$ cat src/rtl/idle_tmr_pkg.sv
package idle_tmr_pkg;

    typedef enum logic {
        TMR_ONESHOT  = 1'b0,
        TMR_PERIODIC = 1'b1
    } tmr_mode_e;

endpackage

$ cat src/rtl/idle_tmr_cfg.sv
module idle_tmr_cfg
    import idle_tmr_pkg::*;
#(
    parameter int CTRL_W = 32,
    parameter int CNT_W  = 16
) (
    input  logic              clk,
    input  logic              rst_n,
    input  logic              we_i,
    input  logic [CTRL_W-1:0] wdata_i,
    output logic              srst_n_o,
    output logic              run_o,
    output tmr_mode_e         mode_o,
    output logic [CNT_W-1:0]  thr_o
);
    localparam int RST_POS  = CTRL_W - 1;
    localparam int RUN_POS  = CTRL_W - 2;
    localparam int MODE_POS = CTRL_W - 3;

    typedef struct packed {
        logic             srst_n;
        logic             run;
        tmr_mode_e        mode;
        logic [CNT_W-1:0] thr;
    } cfg_t;

    cfg_t cfg_d, cfg_q;

    always_comb begin
        cfg_d = cfg_q;
        if (we_i) begin
            cfg_d.srst_n = wdata_i[RST_POS];
            cfg_d.run    = wdata_i[RUN_POS];
            cfg_d.mode   = tmr_mode_e'(wdata_i[MODE_POS]);
            cfg_d.thr    = wdata_i[CNT_W-1:0];
        end
    end

    always_ff @(posedge clk or negedge rst_n) begin
        if (!rst_n) cfg_q <= '0;
        else        cfg_q <= cfg_d;
    end

    assign srst_n_o = cfg_q.srst_n;
    assign run_o    = cfg_q.run;
    assign mode_o   = cfg_q.mode;
    assign thr_o    = cfg_q.thr;


    wr_lands_chk: assert property (@(posedge clk) disable iff (!rst_n)
        $past(we_i) |-> (srst_n_o == $past(wdata_i[RST_POS])) && (thr_o == $past(wdata_i[CNT_W-1:0])));
endmodule

$ cat src/rtl/idle_tmr_core.sv
module idle_tmr_core
    import idle_tmr_pkg::*;
#(
    parameter int CNT_W = 16
) (
    input  logic             clk,
    input  logic             rst_n,
    input  logic             srst_n_i,
    input  logic             run_i,
    input  tmr_mode_e        mode_i,
    input  logic [CNT_W-1:0] thr_i,
    input  logic             tick_i,
    input  logic             act_i,
    output logic [CNT_W-1:0] cnt_o,
    output logic             expire_o
);
    typedef struct packed {
        logic [CNT_W-1:0] cnt;
        logic             done;
        logic             irq;
    } st_t;

    st_t st_d, st_q;
    logic [CNT_W-1:0] adv;

    always_comb begin
        st_d     = st_q;
        st_d.irq = 1'b0;
        adv      = st_q.cnt + 1'b1;
        if (!srst_n_i) begin
            st_d.cnt  = '0;
            st_d.done = 1'b0;
        end else if (st_q.done) begin
            st_d.cnt = st_q.cnt;
        end else if (act_i) begin
            st_d.cnt = '0;
        end else if (run_i && tick_i) begin
            if ((thr_i != '0) && (adv == thr_i)) begin
                st_d.irq = 1'b1;
                if (mode_i == TMR_PERIODIC) begin
                    st_d.cnt = '0;
                end else begin
                    st_d.cnt  = adv;
                    st_d.done = 1'b1;
                end
            end else begin
                st_d.cnt = adv;
            end
        end
    end

    always_ff @(posedge clk or negedge rst_n) begin
        if (!rst_n) st_q <= '0;
        else        st_q <= st_d;
    end

    assign cnt_o    = st_q.cnt;
    assign expire_o = st_q.irq;


    held_in_reset_chk: assert property (@(posedge clk) disable iff (!rst_n)
        $past(!srst_n_i) |-> (cnt_o == '0) && !expire_o);

    pulse_needs_tick_chk: assert property (@(posedge clk) disable iff (!rst_n)
        expire_o |-> $past(tick_i && run_i && srst_n_i && !act_i));

    oneshot_hold_chk: assert property (@(posedge clk) disable iff (!rst_n)
        $past(st_q.done && srst_n_i) |-> $stable(cnt_o) && !expire_o);

    activity_clear_chk: assert property (@(posedge clk) disable iff (!rst_n)
        $past(act_i && srst_n_i && !st_q.done) |-> (cnt_o == '0) && !expire_o);

    zero_limit_chk: assert property (@(posedge clk) disable iff (!rst_n)
        $past(thr_i == '0) |-> !expire_o);
endmodule

$ cat src/rtl/idle_tmr_irqmap.sv
module idle_tmr_irqmap #(
    parameter int STAT_W  = 6,
    parameter int TMR_BIT = 1
) (
    input  logic              clk,
    input  logic              rst_n,
    input  logic              expire_i,
    output logic [STAT_W-1:0] stat_o
);
    for (genvar b = 0; b < STAT_W; b++) begin : g_bit
        if (b == TMR_BIT) begin : g_tmr
            assign stat_o[b] = expire_i;
        end else begin : g_other
            assign stat_o[b] = 1'b0;
        end
    end


    stat_onehot_chk: assert property (@(posedge clk) disable iff (!rst_n)
        $onehot0(stat_o));
endmodule

$ cat src/rtl/idle_tmr.sv
module idle_tmr
    import idle_tmr_pkg::*;
#(
    parameter int CTRL_W  = 32,
    parameter int CNT_W   = 16,
    parameter int STAT_W  = 6,
    parameter int TMR_BIT = 1
) (
    input  logic              clk,
    input  logic              rst_n,
    input  logic              cfg_we,
    input  logic [CTRL_W-1:0] cfg_wdata,
    input  logic              tick_en,
    input  logic              chan_active,
    output logic [CTRL_W-1:0] cnt_word,
    output logic [STAT_W-1:0] stat_set
);
    localparam int PAD_W = CTRL_W - CNT_W;

    logic             srst_n;
    logic             run;
    tmr_mode_e        mode;
    logic [CNT_W-1:0] thr;
    logic [CNT_W-1:0] cnt;
    logic             expire;

    idle_tmr_cfg #(.CTRL_W(CTRL_W), .CNT_W(CNT_W)) u_cfg (
        .clk(clk), .rst_n(rst_n), .we_i(cfg_we), .wdata_i(cfg_wdata),
        .srst_n_o(srst_n), .run_o(run), .mode_o(mode), .thr_o(thr)
    );

    idle_tmr_core #(.CNT_W(CNT_W)) u_core (
        .clk(clk), .rst_n(rst_n), .srst_n_i(srst_n), .run_i(run),
        .mode_i(mode), .thr_i(thr), .tick_i(tick_en), .act_i(chan_active),
        .cnt_o(cnt), .expire_o(expire)
    );

    idle_tmr_irqmap #(.STAT_W(STAT_W), .TMR_BIT(TMR_BIT)) u_map (
        .clk(clk), .rst_n(rst_n), .expire_i(expire), .stat_o(stat_set)
    );

    assign cnt_word = {{PAD_W{1'b0}}, cnt};
endmodule

$ cat config.mk
export PLATFORM = sky130hd
export DESIGN_NAME = idle_tmr
export DESIGN_NICKNAME = d
export VERILOG_FILES = /design/src/rtl/idle_tmr_pkg.sv /design/src/rtl/idle_tmr_cfg.sv /design/src/rtl/idle_tmr_core.sv /design/src/rtl/idle_tmr_irqmap.sv /design/src/rtl/idle_tmr.sv
export SDC_FILE = /design/constraint.sdc
export NUM_CORES = 1
export LEC_CHECK = 0
export BUFFER_PORTS_ARGS = -buffer_cell sky130_fd_sc_hd__buf_2
export CAP_MARGIN = 25
export CORE_UTILIZATION = 57
export CTS_CLUSTER_SIZE = 20
export DETAILED_ROUTE_END_ITERATION = 7
export GPL_ROUTABILITY_DRIVEN = 0
export HOLD_SLACK_MARGIN = 0.12
export PLACE_DENSITY = 0.86
export SYNTH_ARGS = -nofsm -noshare
export SYNTH_HDL_FRONTEND = slang
export SYNTH_HIERARCHICAL = 1
export SYNTH_SLANG_ARGS = --single-unit
$ cat constraint.sdc
create_clock -name clk -period 9.18 [get_ports clk]
set_input_delay 1.836 -clock clk [delete_from_list [all_inputs] [get_ports clk]]
set_output_delay 1.836 -clock clk [all_outputs]
set_load 0.02 [all_outputs]
==> flow_metrics.env, run 1 <==
export IMPL_run_status="completed"
export IMPL_crit_chain="ha_1, and4_4, nand2_1, xnor2_1, or4_4, nor4_4, a41oi_4, and3_1, a221o_1"
export IMPL_switchingPower_mw=0.102
export IMPL_synthFlopType="dfrtp_1"
export IMPL_place_area_um2=2590
export IMPL_synth_seq_cells=37
export IMPL_grt_max_degree=38
export IMPL_dieArea_um2=4900
export IMPL_seq_power_share=0.483
export IMPL_async_flop_share=1.00
export IMPL_layout_commonest_cell="buf_2"
export IMPL_r2r_slack_ps=5580
export IMPL_clk_latency_ps=290
export IMPL_critical_path_arrival_ps=3780
export IMPL_ant_nets=0
export IMPL_cts_buffers=5
export IMPL_finalHoldViolCount=0
export IMPL_hold_ws_ps=540
export IMPL_vias=1991
export IMPL_worst_pin_slew_ps=791
export IMPL_mostFrequentLayoutCells="40 x buf_2, 37 x dfrtp_1, 22 x nand2_1"
export IMPL_hp_class="reg -> reg"
export IMPL_cts_path_max_buffers=2
export IMPL_fin_worst_skew_ps=2.88
export IMPL_pwr_share_comb=0.142
export IMPL_path_delay_family="simple AND/OR/NAND/NOR gates"
export IMPL_fp_dieW_um=70.0
export IMPL_rsz0062_at_grt="no"
export IMPL_synth_area_leader_cell="dfrtp_1"
export IMPL_holdCritStartpoint="u_core/st_q[1]"
export IMPL_relSlewSlack=0.473
export IMPL_maxCapViolCount=0
export IMPL_drv_slew=0
export IMPL_synth_enable_flop_cells=0
export IMPL_r2r_start="u_core/cnt_o[0]"
export IMPL_fp_dieH_um=70.0
export IMPL_syn_inst=277
export IMPL_synth_top_area_frac=0.351
export IMPL_synth_area_um2=2640
export IMPL_fin_ws_ps=5580
export IMPL_ir_worst_vdd_mv=0.105
export IMPL_dr_pass1_iters=4
export IMPL_nNetsFinal=328
export IMPL_worstSetupPathType="reg -> reg"
export IMPL_wl_per_cell_um=14.4
export IMPL_p_clk_frac=0.374
export IMPL_grt_pass1_vias=1837
export IMPL_grt_usage=0.220
export IMPL_drt_wl_total_um=4950
export IMPL_dr_first_iter_drc_count=189
export IMPL_power_density_nw_per_um2=140
export IMPL_antenna_found_initial=0
export IMPL_path_clk_slew_ps=80
export IMPL_sw_frac_of_total=0.269
export IMPL_antennaDiodeCount=0
export IMPL_critPathBufInv=0
export IMPL_whs_endpoint="u_core/st_q[1]"
export IMPL_cp_start_kind="flop"
export IMPL_place_inst=335
export IMPL_cp_slowest_stage_delay_ps=540
export IMPL_core_area_um2=4380
export IMPL_worst_r2r_cell_count=9
export IMPL_ios=75
export IMPL_viasPerCell=5.80
export IMPL_dp_slack_ps=5370
export IMPL_post_cts_buffers=0
export IMPL_synth_area_leaders="dfrtp_1 35%, buf_4 11%, mux2_4 5.7%, mux2_2 4.3%, xor2_1 3.3%"
export IMPL_fin_crit_sh=0.392
export IMPL_cp_required_ps=9350
export IMPL_synth_avg_cell_area_um2=9.51
export IMPL_cts_sinks=37
export IMPL_yosysSeqAreaShare=0.351
export IMPL_synth_warnings=6
export IMPL_path_max_fanout=28
export IMPL_cts_max_level=2
export IMPL_area_growth_pct=2.75
export IMPL_drive_above_1_share=0.271
export IMPL_place_detailed_hpwl_um=3690
export IMPL_design_area_um2=2710
export IMPL_grt_overflow_total=0
export IMPL_row_count=24
export IMPL_timing_fmax_mhz=278
export IMPL_hold_path_depth=1
export IMPL_drc=0
export IMPL_cts_tree="yes"
export IMPL_portBuffers=40
export IMPL_floorplan_initialDensity=0.601
export IMPL_leakage_nw=1.22
export IMPL_p_int_mw=0.277
export IMPL_critPathCaptureType="flop"
export IMPL_r2r_end="u_core/cnt_o[9]"
export IMPL_fin_crit_ps=3600
export IMPL_cts_root_buf="clkbuf_8"
export IMPL_cts_resized_gates=0
export IMPL_ys_types=51
export IMPL_final_cells=343
export IMPL_tns_ps=0
export IMPL_cts_hold_fix_buffers=0
export IMPL_grt_pass1_wl_um=8470
export IMPL_crit_slowest_cell="dfrtp_1"
export IMPL_finalSetupViolations=0
## per-stage QoR
| step | power, mW | utilization |
|---|---|---|
| 2_1_floorplan | 0.232 | - |
| 5_1_grt | 0.396 | 0.618 |
| 6_report | 0.379 | 0.618 |
| 3_3_place_gp | 0.238 | 0.591 |
| 3_5_place_dp | 0.240 | 0.591 |
| 4_1_cts | 0.381 | 0.618 |
## registers in the layout (all words and copies together), names as in the netlist
register / flops
u_cfg/mode_o: 1
u_cfg/run_o: 1
u_cfg/srst_n_o: 1
u_cfg/thr_o: 16
u_core/cnt_o: 16
u_core/expire_o: 1
u_core/st_q: 1
## metal layers
layer | wire length [um] | vias up | share of wire | global-route usage
li1 | - | 964 | - | -
met1 | 2270 | 929 | 0.46 | 0.294
met2 | 2310 | 90 | 0.47 | 0.351
met3 | 312 | 8 | 0.063 | 0.0404
met4 | 69 | 0 | 0.014 | 0.0911
met5 | 0 | - | 0 | 0
## worst max-delay path by stage
stage	slack [ps]	depth (start not counted)	end	startpoint
2_1_floorplan	5750	5	u_core/cnt_o[4]	chan_active
3_3_place_gp	5400	5	u_core/cnt_o[13]	chan_active
3_5_place_dp	5370	5	u_core/cnt_o[13]	chan_active
4_1_cts	5570	9	u_core/cnt_o[9]	u_core/cnt_o[0]
5_1_grt	5360	9	u_core/cnt_o[9]	u_core/cnt_o[0]
6_report	5580	9	u_core/cnt_o[9]	u_core/cnt_o[0]
## Yosys cell counts, types with 2 or more instances
library cell,count
and4_4,2
nor3_1,3
nand4_2,2
o21ai_0,17
nand4_1,5
and3_1,2
a31oi_1,9
o21ai_1,2
buf_4,38
a21oi_1,11
nor4_4,2
nor2_1,11
clkbuf_1,2
nand2_1,22
dfrtp_1,37
o21a_1,3
a41oi_1,3
nor2b_1,2
inv_1,5
nor4_1,8
nand2b_1,3
buf_2,11
mux2_4,10
mux2_2,10
xor2_1,10
nand3_1,14
conb_1,2
xnor2_1,8
## power by group through the flow
stage	sequential, mW	clock (mW)	combinational, mW
after floorplan	0.182	0	0.0505
after global placement	0.185	0	0.0523
after detailed placement	0.186	0	0.0540
after CTS	0.183	0.144	0.0542
after global routing	0.185	0.152	0.0590
final	0.183	0.142	0.0540
## area by class of cell
cell class | count | area [um^2]
clock buffers | 5 | 68.8
flip-flops and latches | 37 | 926
clock inverters | 3 | 46.3
fillers | 377 | 1680
multi-input cells | 201 | 1380
inverters | 5 | 18.8
well taps | 52 | 65.1
repair buffers | 40 | 200
## worst register-to-register path, cell delays in order, from the launching register on
cell	delay (ps)
dfrtp_1	540
ha_1	400
and4_4	280
nand2_1	160
xnor2_1	180
or4_4	530
nor4_4	380
a41oi_4	420
and3_1	350
a221o_1	260
## cell families after synthesis
group,count (synthesis),share of synthesized area
buffers and inverters,58,0.151
other,2,0.00285
and+or+nand+nor,86,0.195
DFF,37,0.351
adders and majority gates,1,0.00475
xor gates and xnor gates,18,0.0598
muxes,21,0.104
AOI/OAI and AO/OA,54,0.132
No activity file was read; power rests on OpenSTA's default activity.
==> inputs of run 2 (changes only) <==
Settings changed: ABC_AREA from default to 1, CORE_UTILIZATION 57 to 48, PLACE_DENSITY 0.86 to 0.77.
Clock period 9.18 ns to 3.1 ns, I/O delays scaled along.
==> run 2 against run 1 <==
  * Design area up 4.8%
  * Via count up 13%
  * Clock skew down 1.5 ps
  * Largest power group unchanged
==> flow_metrics.env, run 2 <==
export IMPL_run_status="completed"
export IMPL_synth_area_leader_cell="dfrtp_1"
export IMPL_r2r_slack_ps=810
export IMPL_hp_class="in -> async"
export IMPL_fp_dieW_um=77.2
export IMPL_cts_hold_fix_buffers=0
export IMPL_dr_pass1_iters=4
export IMPL_antennaDiodeCount=0
export IMPL_synth_top_area_frac=0.341
export IMPL_row_count=26
export IMPL_grt_usage=0.198
export IMPL_final_cells=464
export IMPL_fin_worst_skew_ps=1.42
export IMPL_fp_dieH_um=77.2
export IMPL_synth_most_common_cell="nand2_1"
export IMPL_maxCapViolCount=0
export IMPL_worst_pin_slew_ps=811
export IMPL_nFillCells=536
export IMPL_r2r_end="u_core/cnt_o[2]"
export IMPL_drc=0
export IMPL_synth_warnings=6
export IMPL_post_cts_buffers=0
export IMPL_relSlewSlack=0.459
export IMPL_worst_r2r_cell_count=12
export IMPL_rsz0062_at_grt="no"
export IMPL_pwr_share_comb=0.157
export IMPL_nNetsFinal=431
export IMPL_grt_pass1_vias=2087
export IMPL_area_growth_pct=4.66
export IMPL_syn_inst=369
export IMPL_grt_max_degree=38
export IMPL_worstSetupPathType="reg -> reg"
export IMPL_cp_required_ps=3260
export IMPL_seq_power_share=0.476
export IMPL_cts_path_max_buffers=2
export IMPL_synth_seq_cells=37
export IMPL_critical_path_arrival_ps=2450
export IMPL_drv_slew=0
export IMPL_ios=75
export IMPL_synthFlopType="dfrtp_1"
export IMPL_finalSetupViolations=0
export IMPL_drive_above_1_share=0.218
export IMPL_switchingPower_mw=0.319
export IMPL_antenna_found_initial=0
export IMPL_hold_ws_ps=424
export IMPL_synth_commonest_cells="138 x nand2_1, 38 x buf_4, 37 x dfrtp_1, 33 x nand3_1, 31 x inv_1"
export IMPL_layout_commonest_cell="nand2_1"
export IMPL_place_inst=456
export IMPL_cts_max_level=2
export IMPL_dr_first_iter_drc_count=102
export IMPL_cts_resized_gates=0
export IMPL_path_max_fanout=13
export IMPL_grt_overflow_total=0
export IMPL_synth_avg_cell_area_um2=7.35
export IMPL_floorplan_initialDensity=0.514
export IMPL_p_int_mw=0.810
export IMPL_synth_enable_flop_cells=0
export IMPL_total_power_mw=1.13
export IMPL_drt_wl_total_um=5400
export IMPL_design_area_um2=2840
export IMPL_path_clk_slew_ps=70
export IMPL_ant_nets=0
export IMPL_cts_tree="yes"
export IMPL_fin_crit_ps=2290
export IMPL_portBuffers=40
export IMPL_critPathCaptureType="flop"
export IMPL_leakage_nw=1.47
export IMPL_timing_fmax_mhz=436
export IMPL_ir_worst_vdd_mv=0.262
export IMPL_mostFrequentLayoutCells="138 x nand2_1, 40 x buf_2, 37 x dfrtp_1"
export IMPL_sw_frac_of_total=0.282
export IMPL_clk_latency_ps=280
export IMPL_place_detailed_hpwl_um=4100
export IMPL_synth_area_um2=2710
export IMPL_tns_ps=0
export IMPL_wl_per_cell_um=11.6
export IMPL_multi_input_area_um2=1390
export IMPL_async_flop_share=1.00
export IMPL_viasPerCell=4.86
export IMPL_power_density_nw_per_um2=398
export IMPL_yosysSeqAreaShare=0.341
export IMPL_synth_area_leaders="dfrtp_1 34%, nand2_1 19%, buf_4 11%, nand3_1 6.1%, inv_1 4.3%"
export IMPL_place_area_um2=2730
export IMPL_regArea_um2=926
export IMPL_dieArea_um2=5950
export IMPL_cp_start_kind="flop"
export IMPL_r2r_start="u_core/cnt_o[0]"
export IMPL_finalHoldViolCount=0
export IMPL_p_clk_frac=0.367
export IMPL_fin_crit_sh=0.739
export IMPL_grt_pass1_wl_um=9390
export IMPL_vias=2254
export IMPL_core_area_um2=5270
export IMPL_cts_root_buf="clkbuf_8"
export IMPL_ys_types=32
export IMPL_cts_buffers=5
export IMPL_cts_sinks=37
run 2: changes by cell type in the layout (fill, tap and decap cells not counted), moves of 11 or more:
cell	before	now
o21ai_0	17	4
a21oi_1	11	0
nand2_1	22	138
inv_1	5	31
nand3_1	14	33
run 2: layout make-up:
| cell class | count | area share |
|---|---|---|
| multi-input combinational | 276 | 0.488 |
| sequential | 37 | 0.326 |
| timing repair buffer | 41 | 0.0732 |
| inverter | 32 | 0.0423 |
| tap | 70 | 0.0309 |
| clock buffer | 6 | 0.0256 |
| clock inverter | 2 | 0.0137 |
run 2: cell families (layout without fill, tap and decap cells):
logic type               Yosys count  after routing  share of synthesized area
XOR/XNOR                           6              6                     0.0295
other                              2             21                    0.00277
adder cells (fa/ha/maj)            1              1                    0.00461
AND/OR/NAND/NOR                  228            228                      0.389
buffers and inverters             75             81                      0.174
AO/OA/AOI/OAI                     20             20                     0.0581
flip-flops                        37             37                      0.341
run 2: through the flow:
step | util | setup WS (ps)
2_1_floorplan | - | 1210
3_3_place_gp | 0.517 | 938
3_5_place_dp | 0.517 | 829
4_1_cts | 0.538 | 812
5_1_grt | 0.538 | 600
6_report | 0.538 | 808
run 2: worst max path at each step:
| stage | slack, ps | end | from | cells past startpoint |
|---|---|---|---|---|
| 6_report | 810 | u_core/cnt_o[2] | u_core/cnt_o[0] | 12 |
| 2_1_floorplan | 1210 | u_core/cnt_o[0] | u_core/cnt_o[0] | 14 |
| 4_1_cts | 810 | u_core/cnt_o[2] | u_core/cnt_o[0] | 12 |
| 3_3_place_gp | 940 | u_core/cnt_o[4] | u_core/cnt_o[1] | 12 |
| 3_5_place_dp | 830 | u_core/cnt_o[2] | u_core/cnt_o[0] | 12 |
| 5_1_grt | 600 | u_core/cnt_o[3] | u_core/cnt_o[0] | 12 |
run 2: routing by layer:
layer	GRT usage	share of wire	up-vias
met5	0	0	-
met4	0.0774	0.017	0
met3	0.0262	0.043	6
met2	0.325	0.47	63
met1	0.263	0.47	1032
li1	-	-	1153
run 2: power groups by stage:
stage / Combinational (mW) / Clock [mW] / Sequential, mW
after global placement: 0.173 / 0 / 0.545
final: 0.177 / 0.415 / 0.537
after global routing: 0.203 / 0.451 / 0.541
after detailed placement: 0.179 / 0 / 0.546
after CTS: 0.179 / 0.425 / 0.536
after floorplan: 0.164 / 0 / 0.538
run 2: critical path: stages (launching register included):
cell and delay (ps):
dfrtp_1 460, ha_1 260, nand3_1 170, nor2_2 190
nand3_1 130, nand2_1 100, nand3_1 70, nand2_1 70
nand2_1 90, nor2_4 140, nand4_4 150, nand2_4 230
o21ai_0 120
